`config.mk`:
```
export PLATFORM = sky130hd
export DESIGN_NAME = pfd_window_lock
export DESIGN_NICKNAME = d
export VERILOG_FILES = /design/src/rtl/pfd_pkg.sv /design/src/rtl/pfd_edge_det.sv /design/src/rtl/pfd_phase_fsm.sv /design/src/rtl/pfd_lock_qual.sv /design/src/rtl/pfd_window_lock.sv
export SDC_FILE = /design/constraint.sdc
export NUM_CORES = 1
export LEC_CHECK = 0
export CAP_MARGIN = 20
export CELL_PAD_IN_SITES_DETAIL_PLACEMENT = 1
export CELL_PAD_IN_SITES_GLOBAL_PLACEMENT = 1
export CORE_ASPECT_RATIO = 0.9
export CORE_MARGIN = 2
export CORE_UTILIZATION = 30
export DETAILED_ROUTE_END_ITERATION = 16
export GPL_TIMING_DRIVEN = 0
export PLACE_DENSITY_LB_ADDON = 0.1
export REMOVE_ABC_BUFFERS = 1
export SLEW_MARGIN = 20
export SYNTH_ARGS = -nofsm -noshare
export SYNTH_HDL_FRONTEND = slang
export SYNTH_SLANG_ARGS = --single-unit
```
`constraint.sdc`:
```
create_clock -name clk -period 3.8 [get_ports clk]
set_clock_uncertainty 0.15 [all_clocks]
set_input_delay 0.38 -clock clk [delete_from_list [all_inputs] [get_ports clk]]
set_output_delay 0.38 -clock clk [all_outputs]
set_load 0.05 [all_outputs]
```
`src/rtl/pfd_pkg.sv`:
```
package pfd_pkg;
    typedef enum logic [1:0] {
        PH_IDLE = 2'd0,
        PH_UP   = 2'd1,
        PH_DN   = 2'd2
    } ph_state_t;
endpackage

```
`src/rtl/pfd_edge_det.sv`:
```
module pfd_edge_det (
    input  logic clk,
    input  logic rst_n,
    input  logic sig,
    output logic rise
);
    logic sig_q;

    always_ff @(posedge clk or negedge rst_n) begin
        if (!rst_n) sig_q <= 1'b0;
        else        sig_q <= sig;
    end

    assign rise = sig & ~sig_q;
endmodule

```
`src/rtl/pfd_phase_fsm.sv`:
```
module pfd_phase_fsm
    import pfd_pkg::*;
#(
    parameter int PH_W = 8
) (
    input  logic            clk,
    input  logic            rst_n,
    input  logic            sync,
    input  logic            fr_rise,
    input  logic            fv_rise,
    output ph_state_t       nxt_state,
    output logic [PH_W-1:0] nxt_cnt,
    output logic            done,
    output logic [PH_W-1:0] err
);
    localparam logic [PH_W-1:0] CNT_MAX = {PH_W{1'b1}};
    localparam logic [PH_W-1:0] CNT_ONE = {{(PH_W-1){1'b0}}, 1'b1};

    ph_state_t       state_q;
    logic [PH_W-1:0] cnt_q;
    logic [PH_W-1:0] cnt_inc;

    assign cnt_inc = (cnt_q == CNT_MAX) ? cnt_q : cnt_q + CNT_ONE;

    // next-state and comparison result
    always_comb begin
        nxt_state = state_q;
        nxt_cnt   = cnt_q;
        done      = 1'b0;
        err       = cnt_q;
        if (sync) begin
            nxt_state = PH_IDLE;
            nxt_cnt   = '0;
        end else begin
            unique case (state_q)
                PH_IDLE: begin
                    if (fr_rise && fv_rise) begin
                        done = 1'b1;
                        err  = '0;
                    end else if (fv_rise) begin
                        nxt_state = PH_UP;
                        nxt_cnt   = CNT_ONE;
                    end else if (fr_rise) begin
                        nxt_state = PH_DN;
                        nxt_cnt   = CNT_ONE;
                    end
                end
                PH_UP: begin
                    if (fr_rise) begin
                        done      = 1'b1;
                        nxt_state = PH_IDLE;
                        nxt_cnt   = '0;
                    end else begin
                        nxt_cnt = cnt_inc;
                    end
                end
                PH_DN: begin
                    if (fv_rise) begin
                        done      = 1'b1;
                        nxt_state = PH_IDLE;
                        nxt_cnt   = '0;
                    end else begin
                        nxt_cnt = cnt_inc;
                    end
                end
                default: begin
                    nxt_state = PH_IDLE;
                    nxt_cnt   = '0;
                end
            endcase
        end
    end

    // state register
    always_ff @(posedge clk or negedge rst_n) begin
        if (!rst_n) begin
            state_q <= PH_IDLE;
            cnt_q   <= '0;
        end else begin
            state_q <= nxt_state;
            cnt_q   <= nxt_cnt;
        end
    end
endmodule

```
`src/rtl/pfd_lock_qual.sv`:
```
module pfd_lock_qual #(
    parameter int PH_W   = 8,
    parameter int LOCK_N = 4
) (
    input  logic            clk,
    input  logic            rst_n,
    input  logic            sync,
    input  logic            done,
    input  logic [PH_W-1:0] err,
    input  logic [PH_W-1:0] window,
    output logic            nxt_inwin,
    output logic            nxt_locked
);
    localparam int LK_W = $clog2(LOCK_N + 1);
    localparam logic [LK_W-1:0] LK_TOP = LK_W'(LOCK_N);
    localparam logic [LK_W-1:0] LK_ONE = LK_W'(1);

    logic            inwin_q;
    logic [LK_W-1:0] run_q;
    logic [LK_W-1:0] run_d;
    logic            fits;

    assign fits = (err <= window);

    always_comb begin
        nxt_inwin = inwin_q;
        run_d     = run_q;
        if (sync) begin
            nxt_inwin = 1'b0;
            run_d     = '0;
        end else if (done) begin
            nxt_inwin = fits;
            if (!fits)               run_d = '0;
            else if (run_q < LK_TOP) run_d = run_q + LK_ONE;
        end
    end

    assign nxt_locked = (run_d >= LK_TOP);

    always_ff @(posedge clk or negedge rst_n) begin
        if (!rst_n) begin
            inwin_q <= 1'b0;
            run_q   <= '0;
        end else begin
            inwin_q <= nxt_inwin;
            run_q   <= run_d;
        end
    end
endmodule

```
`src/rtl/pfd_window_lock.sv`:
```
module pfd_window_lock
    import pfd_pkg::*;
#(
    parameter int PH_W   = 8,
    parameter int LOCK_N = 4
) (
    input  logic            clk,
    input  logic            rst_n,
    input  logic            fr,
    input  logic            fv,
    input  logic            sync,
    input  logic [PH_W-1:0] window,
    output logic            pdb_up,
    output logic            pdb_dn,
    output logic            pdb_oe,
    output logic            ld_n
);
    localparam int N_CH = 2;

    logic [N_CH-1:0] raw_in;
    logic [N_CH-1:0] rise;
    ph_state_t       nxt_state;
    logic [PH_W-1:0] nxt_cnt;
    logic            done;
    logic [PH_W-1:0] err;
    logic            nxt_inwin;
    logic            nxt_locked;
    logic            over_win;
    logic            hold;

    assign raw_in = {fv, fr};

    for (genvar gi = 0; gi < N_CH; gi++) begin : g_edge
        pfd_edge_det i_edge (
            .clk  (clk),
            .rst_n(rst_n),
            .sig  (raw_in[gi]),
            .rise (rise[gi])
        );
    end

    pfd_phase_fsm #(.PH_W(PH_W)) i_fsm (
        .clk      (clk),
        .rst_n    (rst_n),
        .sync     (sync),
        .fr_rise  (rise[0]),
        .fv_rise  (rise[1]),
        .nxt_state(nxt_state),
        .nxt_cnt  (nxt_cnt),
        .done     (done),
        .err      (err)
    );

    pfd_lock_qual #(.PH_W(PH_W), .LOCK_N(LOCK_N)) i_lock (
        .clk       (clk),
        .rst_n     (rst_n),
        .sync      (sync),
        .done      (done),
        .err       (err),
        .window    (window),
        .nxt_inwin (nxt_inwin),
        .nxt_locked(nxt_locked)
    );

    // release while the history is in-window and no open pulse has outgrown it
    assign over_win = (nxt_state != PH_IDLE) && (nxt_cnt > window);
    assign hold     = nxt_inwin && !over_win;

    // output register
    always_ff @(posedge clk or negedge rst_n) begin
        if (!rst_n) begin
            pdb_up <= 1'b0;
            pdb_dn <= 1'b0;
            pdb_oe <= 1'b1;
            ld_n   <= 1'b1;
        end else begin
            pdb_up <= !hold && (nxt_state == PH_UP);
            pdb_dn <= !hold && (nxt_state == PH_DN);
            pdb_oe <= !hold;
            ld_n   <= !nxt_locked;
        end
    end
endmodule

```
After elaboration in Yosys (flattened, before gate mapping)
Cells that the tools add are included.
W data, S select, Z words.
Cells by class
  add/sub/neg operators: 2
  magnitude comparators: 4
  equality and inequality tests: 5
  mux-type cells: 29
  bitwise operators: 4
  reductions and logical operators: 10
Operators with widths (number)
  $mux W8: 10
  $pmux W8 S3: 1
  $mux W2: 6
  $mux W3: 4
  $add A8 B1 Y8 const B: 1
  $eq A8 B8 Y1 const B: 1
  $gt A8 B8 Y1: 1
  $le A8 B8 Y1: 1
  $mux W1: 6
  $pmux W2 S3: 1
  $logic_and A1 B1 Y1: 5
  $eq A2 B1 Y1 const B: 2
  $eq A2 B2 Y1 const B: 2
  $add A3 B1 Y3 const B: 1
  $ge A3 B3 Y1 const B: 1
  $logic_not A1 Y1: 3
  $lt A3 B3 Y1 const B: 1
  $pmux W1 S3: 1
  $and A1 B1 Y1: 2
  $logic_not A2 Y1: 1
  $not A1 Y1: 2
  $reduce_bool A2 Y1: 1
Word-level totals
  register bits: 20
  input port bits: 13
  output and inout bits: 4
  logic and storage cells: 64

Depth between registers and ports, before layout
Gate-level depths: netlist (run 1).
  depth in word-level cells: 13
  gate-level depth with buffers: 12

Hierarchy
A second synthesis (run 1) with hierarchy kept.
Second synthesis, totals
  cells, all modules: 161
  area, all modules: 1511.4 sq um
By module, submodules not included
  pfd_phase_fsm: instances 1, cells each 76, area each 690.7 sq um
  pfd_lock_qual: instances 1, cells each 42, area each 380.4 sq um
  pfd_window_lock: instances 1, cells each 39, area each 362.8 sq um
  pfd_edge_det: instances 2, cells each 2, area each 38.8 sq um

Worst setup path after synthesis (run 1)
No wires, ideal clock.
  kind: flip-flop to flip-flop
  from: reg i_fsm.cnt_q[0]
  to: reg pdb_dn
  data arrival time: 2365 ps
  data required time: 3505 ps
  setup slack: 1140 ps
  cell stages (with the launch flop): 12
  period minus slack after synthesis: 2660 ps
  path through: dfrtp_1 > ha_1 > a31oi_4 > nand3_1 > or3b_1 > a31oi_1 > ha_1 > nand3_1 > nand2_1 > a21o_1 > o211ai_1 > a31oi_1
On the way
  word-level cells in the longest chain between the ends: 11
RTL lines
  from (decl): RTL line pfd_phase_fsm.sv:20  | logic [PH_W-1:0] cnt_q;
  from (signal assigned): RTL line pfd_phase_fsm.sv:81  | cnt_q <= nxt_cnt;
  $add A8 B1 Y8 or $eq A8 B8 Y1 (tied branches): RTL line pfd_phase_fsm.sv:23  | assign cnt_inc = (cnt_q == CNT_MAX) ? cnt_q : cnt_q + CNT_ONE;
  $mux W8 *: RTL line pfd_phase_fsm.sv:23
  $mux W8 (on tied branches): RTL line pfd_phase_fsm.sv:58, pfd_phase_fsm.sv:49
  $pmux W8 S3 *: RTL line pfd_phase_fsm.sv:35  | unique case (state_q)
  $mux W8 *: RTL line pfd_phase_fsm.sv:31  | if (sync) begin
  named net i_fsm.nxt_cnt[5]: RTL line pfd_phase_fsm.sv:12  | output logic [PH_W-1:0] nxt_cnt,
  $gt A8 B8 Y1 *: RTL line pfd_window_lock.sv:66  | assign over_win = (nxt_state != PH_IDLE) && (nxt_cnt > window);
  $logic_and A1 B1 Y1 *: RTL line pfd_window_lock.sv:66
  $logic_not A1 Y1 *: RTL line pfd_window_lock.sv:67  | assign hold = nxt_inwin && !over_win;
  $logic_and A1 B1 Y1 *: RTL line pfd_window_lock.sv:67
  $logic_not A1 Y1 *: RTL line pfd_window_lock.sv:78  | pdb_dn <= !hold && (nxt_state == PH_DN);
  $logic_and A1 B1 Y1 *: RTL line pfd_window_lock.sv:78
  to (signal assigned): RTL line pfd_window_lock.sv:78
  to (decl): RTL line pfd_window_lock.sv:14  | output logic pdb_dn,
Mark *: on every way through the listed nets, which the timed path passes. The rest lies on a longest branch.

Worst setup path in the final report (run 1)
  from: in fv
  to: reg pdb_dn
On the way
  word-level cells in the longest chain between the ends: 11
RTL lines
  from (decl): RTL line pfd_window_lock.sv:10  | input logic fv,
  $and A1 B1 Y1 *: RTL line pfd_edge_det.sv:14  | assign rise = sig & ~sig_q;
  $mux W8 or $logic_and A1 B1 Y1 (tied branches): RTL line pfd_phase_fsm.sv:40, pfd_phase_fsm.sv:37
  $mux W8: RTL line pfd_phase_fsm.sv:37  | if (fr_rise && fv_rise) begin
  $pmux W8 S3 *: RTL line pfd_phase_fsm.sv:35
  $mux W8 *: RTL line pfd_phase_fsm.sv:31
  named net i_fsm.nxt_cnt[5]: RTL line pfd_phase_fsm.sv:12
  $gt A8 B8 Y1 *: RTL line pfd_window_lock.sv:66
  $logic_and A1 B1 Y1 *: RTL line pfd_window_lock.sv:66
  $logic_not A1 Y1 *: RTL line pfd_window_lock.sv:67
  $logic_and A1 B1 Y1 *: RTL line pfd_window_lock.sv:67
  $logic_not A1 Y1 *: RTL line pfd_window_lock.sv:78
  $logic_and A1 B1 Y1 *: RTL line pfd_window_lock.sv:78
Marks and branches as above.

==> results of run 1 <==
==> cell usage after synthesis (all sizes together) (3+ instances only) <==
master	n	share of area, %
dfrtp	18	30
ha	18	15
a21oi	17	6.5
nor2	16	4.1
inv	12	3.0
nand3	11	3.7
nand2	8	2.0
nor3	8	2.7
and2	7	3.0
a31oi	6	3.6
a21o	5	2.6
nand4	5	2.1
o211ai	5	2.5
nor2b	4	1.9
buf	3	1.8
==> state kept, by name (all words and copies together), names as in the netlist <==
name,cells
i_lock.inwin_q,1
ld_n,1
pdb_oe,1
i_fsm.cnt_q,8
pdb_up,1
g_edge.i_edge.sig_q,2
i_fsm.state_q,2
i_lock.run_q,3
pdb_dn,1
==> layout by cell type (no fill, tap or decap), drive strengths merged, types with 3 or more instances in the layout <==
cell type / n
nor3: 8
nand4: 5
inv: 12
a21o: 5
clkdlybuf4s50: 16
nor2: 16
dfrtp: 18
nand2: 8
and2: 7
o211ai: 5
ha: 18
a31oi: 6
clkbuf: 3
a21oi: 17
nor2b: 4
nand3: 11
==> kinds of logic after synthesis <==
group | after synthesis | synth area share (%)
AND/OR/NAND/NOR | 66 | 23.1
flip-flops | 20 | 34.0
buffers and inverters | 16 | 5.16
multiplexers | 1 | 0.677
XOR/XNOR | 3 | 1.78
AO/OA/AOI/OAI | 42 | 20.1
adder cells (fa/ha/maj) | 18 | 15.2
==> through the flow <==
stage                     cell area (sq um)  total power, mW
after floorplan                        1450            0.284
after global placement                 1690            0.319
after detailed placement               1690            0.324
after CTS                              1760            0.546
after global routing                   1760            0.568
final                                  1760            0.534
==> per-layer routing <==
metal / global-route usage [%] / up-vias / part of all wire (%)
met5: 0 / - / 0
met4: 3.90 / 0 / 1.4
met3: 2.81 / 4 / 2.4
met2: 24.4 / 14 / 46
met1: 22.4 / 624 / 50
li1: - / 638 / -
==> power groups by stage <==
stage	clock network [mW]	logic (mW)	registers (mW)
floorplan	0	0.0489	0.235
global placement	0	0.0890	0.230
detailed placement	0	0.0929	0.231
CTS	0.225	0.0934	0.227
global route	0.236	0.104	0.228
finish	0.216	0.0916	0.227
==> area by class of cell <==
class	instances	area (sq um)	area share, %
multi-input cells	130	900	51.1
flip-flops and latches	20	503	28.6
repair buffers	16	160	9.10
well taps	65	81.3	4.62
inverters	12	45.0	2.56
clock buffers	3	41.3	2.35
clock inverters	1	30.0	1.71
==> worst min path at each step <==
stage | from | slack, ns | end
after detailed placement | i_lock.run_q[0]$_DFF_PN0_ | 0.42 | i_lock.run_q[0]$_DFF_PN0_
final | fv | 0.42 | g_edge[1].i_edge.sig_q$_DFF_PN0_
after floorplan | rst_n | -0.07 | g_edge[0].i_edge.sig_q$_DFF_PN0_
after global placement | i_lock.run_q[2]$_DFF_PN0_ | 0.40 | i_lock.run_q[2]$_DFF_PN0_
after global routing | fv | 0.43 | g_edge[1].i_edge.sig_q$_DFF_PN0_
after CTS | fv | 0.41 | g_edge[1].i_edge.sig_q$_DFF_PN0_
==> worst reg2reg max path: stages, from the launching register on <==
cell and delay [ns]:
dfrtp_1 0.49, nor2_1 0.26, inv_1 0.10, nor2_1 0.44, a21oi_1 0.08, nor3_1 0.34, ha_1 0.34, a21oi_1 0.14
nand2_1 0.07, a21o_1 0.18, o211ai_1 0.27, a31oi_1 0.14
==> results.sh, run 1 <==
export IMPL_r2r_end="pdb_dn$_DFF_PN0_"
export IMPL_swShare_pct=25.6
export IMPL_ir_drop_uv=114
export IMPL_layout_drive_gt1_share_pct=7.14
export IMPL_grt_antenna_before_repair=0
export IMPL_start_util_pct=30.8
export IMPL_n_antenna_cell=0
export IMPL_finalMaxSlewViolations=0
export IMPL_vias=1280
export IMPL_fin_util_pct=36.6
export IMPL_first_global_vias=1342
export IMPL_wl_mm=3.86
export IMPL_ys_warn_count=0
export IMPL_htreeDepth=1
export IMPL_syn_instance_count=166
export IMPL_fillCellCount=575
export IMPL_period_share_pct=88.2
export IMPL_fin_cells=247
export IMPL_finalSetupTns_ns=0
export IMPL_grt_pass1_wl_mm=6.76
export IMPL_core_area_sq_mm=0.00480
export IMPL_worst_slew_pin_slew_ns=0.920
export IMPL_status="finished clean"
export IMPL_min_path_cells=1
export IMPL_ant_nets=0
export IMPL_drt_iter0_drc=75
export IMPL_ys_ff_latch=20
export IMPL_reg2reg_from="i_fsm.state_q[1]$_DFF_PN0_"
export IMPL_io_buffers=16
export IMPL_power_frac_comb_pct=17.1
export IMPL_wl_per_cell_microns=15.6
export IMPL_power_leakage_nw=0.791
export IMPL_worst_setup_path_type="primary input to flop"
export IMPL_async_flop_share_pct=100
export IMPL_route_detailed_drc=0
export IMPL_worstPathRequired_ns=3.77
export IMPL_cp_startpoint="fv"
export IMPL_slowest_stage="clkdlybuf4s50_1"
export IMPL_cts_hold_buffers=0
export IMPL_cts_tree="built"
export IMPL_die_w_microns=78.0
export IMPL_place_gp_congestion=0.817
export IMPL_hold_viol=0
export IMPL_cp_cell_sequence="clkdlybuf4s50_1 > nor2b_2 > nor2_1 > a22o_2 > or3b_1 > a31oi_1 > ha_1 > nand3_1 > nand2_1 > a21o_1 > o211ai_1 > a31oi_1"
export IMPL_drv_cap=0
export IMPL_ys_flop_type="dfrtp_1"
export IMPL_ioPinCount=17
export IMPL_die_y_microns=70.6
export IMPL_power_density_mw_per_mm2=303
export IMPL_synth_area_sq_mm=0.00148
export IMPL_cts_buffers=3
export IMPL_path_delay_family="compound AO/OA/AOI/OAI gates"
export IMPL_viasPerCell=5.18
export IMPL_grt_use_total_pct=15.6
export IMPL_cp_arrival_ns=3.32
export IMPL_syn_mean_instance_area_sq_um=8.91
export IMPL_clk_pin_slew_ns=0.08
export IMPL_nets=214
export IMPL_critical_path_max_stage_delay_ns=0.41
export IMPL_cts_sinks=20
export IMPL_cts_max_path_buffers=2
export IMPL_rrSetupSlack_ns=0.66
export IMPL_dieArea_sq_mm=0.00551
export IMPL_dr_pass1_iters=4
export IMPL_crit_path_start_kind="primary input"
export IMPL_rsz0062_at_grt="false"
export IMPL_fmax_mhz=298
export IMPL_grt_max_degree=21
export IMPL_cts_resized=0
export IMPL_place_ws_ns=0.131
export IMPL_p_int_mw=0.397
export IMPL_synth_seq_area_share_pct=34.0
export IMPL_clk_latency_ns=0.26
export IMPL_pwr_share_seq_pct=42.5
export IMPL_cts_setup_buffers=0
export IMPL_cts_root_buffer="clkbuf_8"
export IMPL_cp_endpoint="pdb_dn$_DFF_PN0_"
export IMPL_power_switching_mw=0.137
export IMPL_holdWs_ns=0.423
export IMPL_cp_num_cells=12
export IMPL_overflow=0
export IMPL_rows=24
export IMPL_dp_cells=243
export IMPL_hp_class="primary input to flop"
export IMPL_min_period_ns=3.35
export IMPL_crit_path_frequent_cell="a31oi_1"
export IMPL_areaGrowthSynthToFinish_pct=19.0
export IMPL_hpwl_mm=3.21
export IMPL_critPathMaxFanout=14
export IMPL_pwr_share_clk_pct=40.4
export IMPL_worstRegToRegCells=11
export IMPL_fin_ws_ns=0.447
export IMPL_synth_cell_types=39
export IMPL_synth_edff_count=0
export IMPL_critPathCaptureType="flop"
export IMPL_slew_limit_headroom_pct=38.5
export IMPL_setup_violations=0
export IMPL_worst_path_buf_inv=1
Power figures use the tool's default switching activity.
==> run 2: changes to the inputs <==
Settings changed: CORE_UTILIZATION 30 to 35.
==> run 2 against run 1 <==
Register-to-register slack worse by 0.02 ns. Routed wire length up 0.41%. Cell count down 6.9%. Sequential share of layout area up 0.35 points. Total power down 0.28%. First-iteration DRC count up 28%. Flip-flop and latch count unchanged. Non-clock buffer count unchanged. Setup slack worse by 0.0031 ns. Largest power group unchanged.
==> results.sh, run 2 (synthesis gave the netlist of run 1 again) <==
export IMPL_fillCellCount=485
export IMPL_reg2reg_from="i_fsm.cnt_q[0]$_DFF_PN0_"
export IMPL_clk_pin_slew_ns=0.08
export IMPL_overflow=0
export IMPL_fmax_mhz=298
export IMPL_finalMaxSlewViolations=0
export IMPL_pwr_share_seq_pct=42.6
export IMPL_layout_drive_gt1_share_pct=7.14
export IMPL_die_w_microns=72.5
export IMPL_core_area_sq_mm=0.00407
export IMPL_start_util_pct=36.3
export IMPL_cp_arrival_ns=3.31
export IMPL_dieArea_sq_mm=0.00476
export IMPL_r2r_end="pdb_dn$_DFF_PN0_"
export IMPL_viasPerCell=5.60
export IMPL_cts_buffers=3
export IMPL_min_period_ns=3.36
export IMPL_multi_input_area_sq_um=900
export IMPL_nets=214
export IMPL_power_frac_comb_pct=17.4
export IMPL_drv_cap=0
export IMPL_hp_class="flop to flop"
export IMPL_holdWs_ns=0.417
export IMPL_hpwl_mm=3.13
export IMPL_largest_register="i_fsm.cnt_q"
export IMPL_cts_tree="built"
export IMPL_wl_per_cell_microns=16.9
export IMPL_worst_setup_path_type="primary input to flop"
export IMPL_finalSetupTns_ns=0
export IMPL_die_y_microns=65.7
export IMPL_worst_slew_pin_slew_ns=0.960
export IMPL_grt_use_total_pct=17.6
export IMPL_cts_sinks=20
export IMPL_hold_path_end="i_lock.run_q[2]$_DFF_PN0_"
export IMPL_first_global_vias=1364
export IMPL_io_buffers=16
export IMPL_hold_start="i_lock.run_q[2]$_DFF_PN0_"
export IMPL_clk_latency_ns=0.26
export IMPL_grt_max_degree=21
export IMPL_vias=1288
export IMPL_power_leakage_nw=0.791
export IMPL_cts_max_path_buffers=2
export IMPL_dr_pass1_iters=4
export IMPL_grt_antenna_before_repair=0
export IMPL_largest_reg_flops=8
export IMPL_critPathCaptureType="flop"
export IMPL_route_detailed_drc=0
export IMPL_hold_viol=0
export IMPL_seq_area_sq_um=503
export IMPL_pwr_share_clk_pct=40.0
export IMPL_wl_mm=3.88
export IMPL_rows=22
export IMPL_slew_limit_headroom_pct=35.8
export IMPL_worstPathRequired_ns=3.76
export IMPL_crit_path_start_kind="primary input"
export IMPL_ir_drop_uv=161
export IMPL_cts_resized=0
export IMPL_power_switching_mw=0.135
export IMPL_drt_iter0_drc=96
export IMPL_critPathMaxFanout=14
export IMPL_cts_root_buffer="clkbuf_8"
export IMPL_worstRegToRegCells=11
export IMPL_layout_common_cells="ha_1 (18), dfrtp_1 (18), nor2_1 (16), a21oi_1 (16), clkdlybuf4s50_1 (16)"
export IMPL_n_antenna_cell=0
export IMPL_p_int_mw=0.397
export IMPL_grt_pass1_wl_mm=6.57
export IMPL_status="finished clean"
export IMPL_min_path_cells=2
export IMPL_cts_hold_buffers=0
export IMPL_cts_setup_buffers=0
export IMPL_period_share_pct=88.3
export IMPL_power_density_mw_per_mm2=306
export IMPL_setup_violations=0
export IMPL_ioPinCount=17
export IMPL_largestRegisters="i_fsm.cnt_q: 8 flops, i_lock.run_q: 3 flops"
export IMPL_htreeDepth=1
export IMPL_ant_nets=0
export IMPL_rsz0062_at_grt="false"
export IMPL_rrSetupSlack_ns=0.64
export IMPL_areaGrowthSynthToFinish_pct=17.6
export IMPL_swShare_pct=25.4
export IMPL_place_gp_congestion=0.825
==> run 2: cell counts in the layout (fill, tap and decap cells not counted) <==
Identical to the previous run, type by type.
==> run 2: critical path: stages <==
cell and delay [ns]:
clkdlybuf4s50_1 0.42, nor2b_2 0.20, nor2_1 0.26, a22o_2 0.38, or3b_1 0.39, a31oi_1 0.25, ha_1 0.29, nand3_1 0.09
nand2_1 0.05, a21o_1 0.19, o211ai_1 0.27, a31oi_1 0.13
==> run 2: area by class of cell <==
type | count | area share, %
sequential | 20 | 28.9
timing repair buffer | 16 | 9.21
tap | 48 | 3.45
multi-input combinational | 130 | 51.7
inverter | 12 | 2.59
clock inverter | 1 | 1.73
clock buffer | 3 | 2.37
==> run 2: metrics by stage <==
step | setup WS [ns] | std cells | util [%] | power (mW) | cell area [sq um]
2_1_floorplan | 1.07 | 162 | - | 0.284 | 1450
3_5_place_dp | 0.144 | 226 | 40.9 | 0.324 | 1670
4_1_cts | 0.419 | 230 | 42.7 | 0.542 | 1740
5_1_grt | 0.222 | 230 | 42.7 | 0.560 | 1740
6_report | 0.444 | 230 | 42.7 | 0.533 | 1740
3_3_place_gp | 0.294 | 226 | 40.9 | 0.319 | 1670
==> run 2: worst max-delay path by stage <==
stage          from                to  slack [ns]
2_1_floorplan    fv  pdb_dn$_DFF_PN0_        1.07
3_3_place_gp     fv  pdb_dn$_DFF_PN0_        0.29
3_5_place_dp     fv  pdb_dn$_DFF_PN0_        0.14
4_1_cts          fv  pdb_dn$_DFF_PN0_        0.42
5_1_grt          fv  pdb_dn$_DFF_PN0_        0.22
6_report         fv  pdb_dn$_DFF_PN0_        0.44
==> run 2: layer usage <==
layer | share of wire, % | GRT usage [%] | up-vias
met1 | 50 | 23.6 | 625
met4 | 0.64 | 3.94 | 0
met5 | 0 | 0 | -
met2 | 47 | 30.0 | 17
met3 | 2.8 | 2.45 | 4
li1 | - | - | 642
==> run 2: power groups by stage <==
stage	Clock (mW)	Combinational, mW	Sequential, mW
after floorplan	0	0.0489	0.235
after global placement	0	0.0889	0.230
after detailed placement	0	0.0930	0.231
after CTS	0.221	0.0939	0.227
after global routing	0.228	0.104	0.228
final	0.213	0.0927	0.227
==> run 3: changes to the inputs <==
Settings changed: SKIP_CTS_REPAIR_TIMING set to 1.
==> results of run 3 <==
Same layout as run 2: the final DEF is identical, and so are final timing and power.
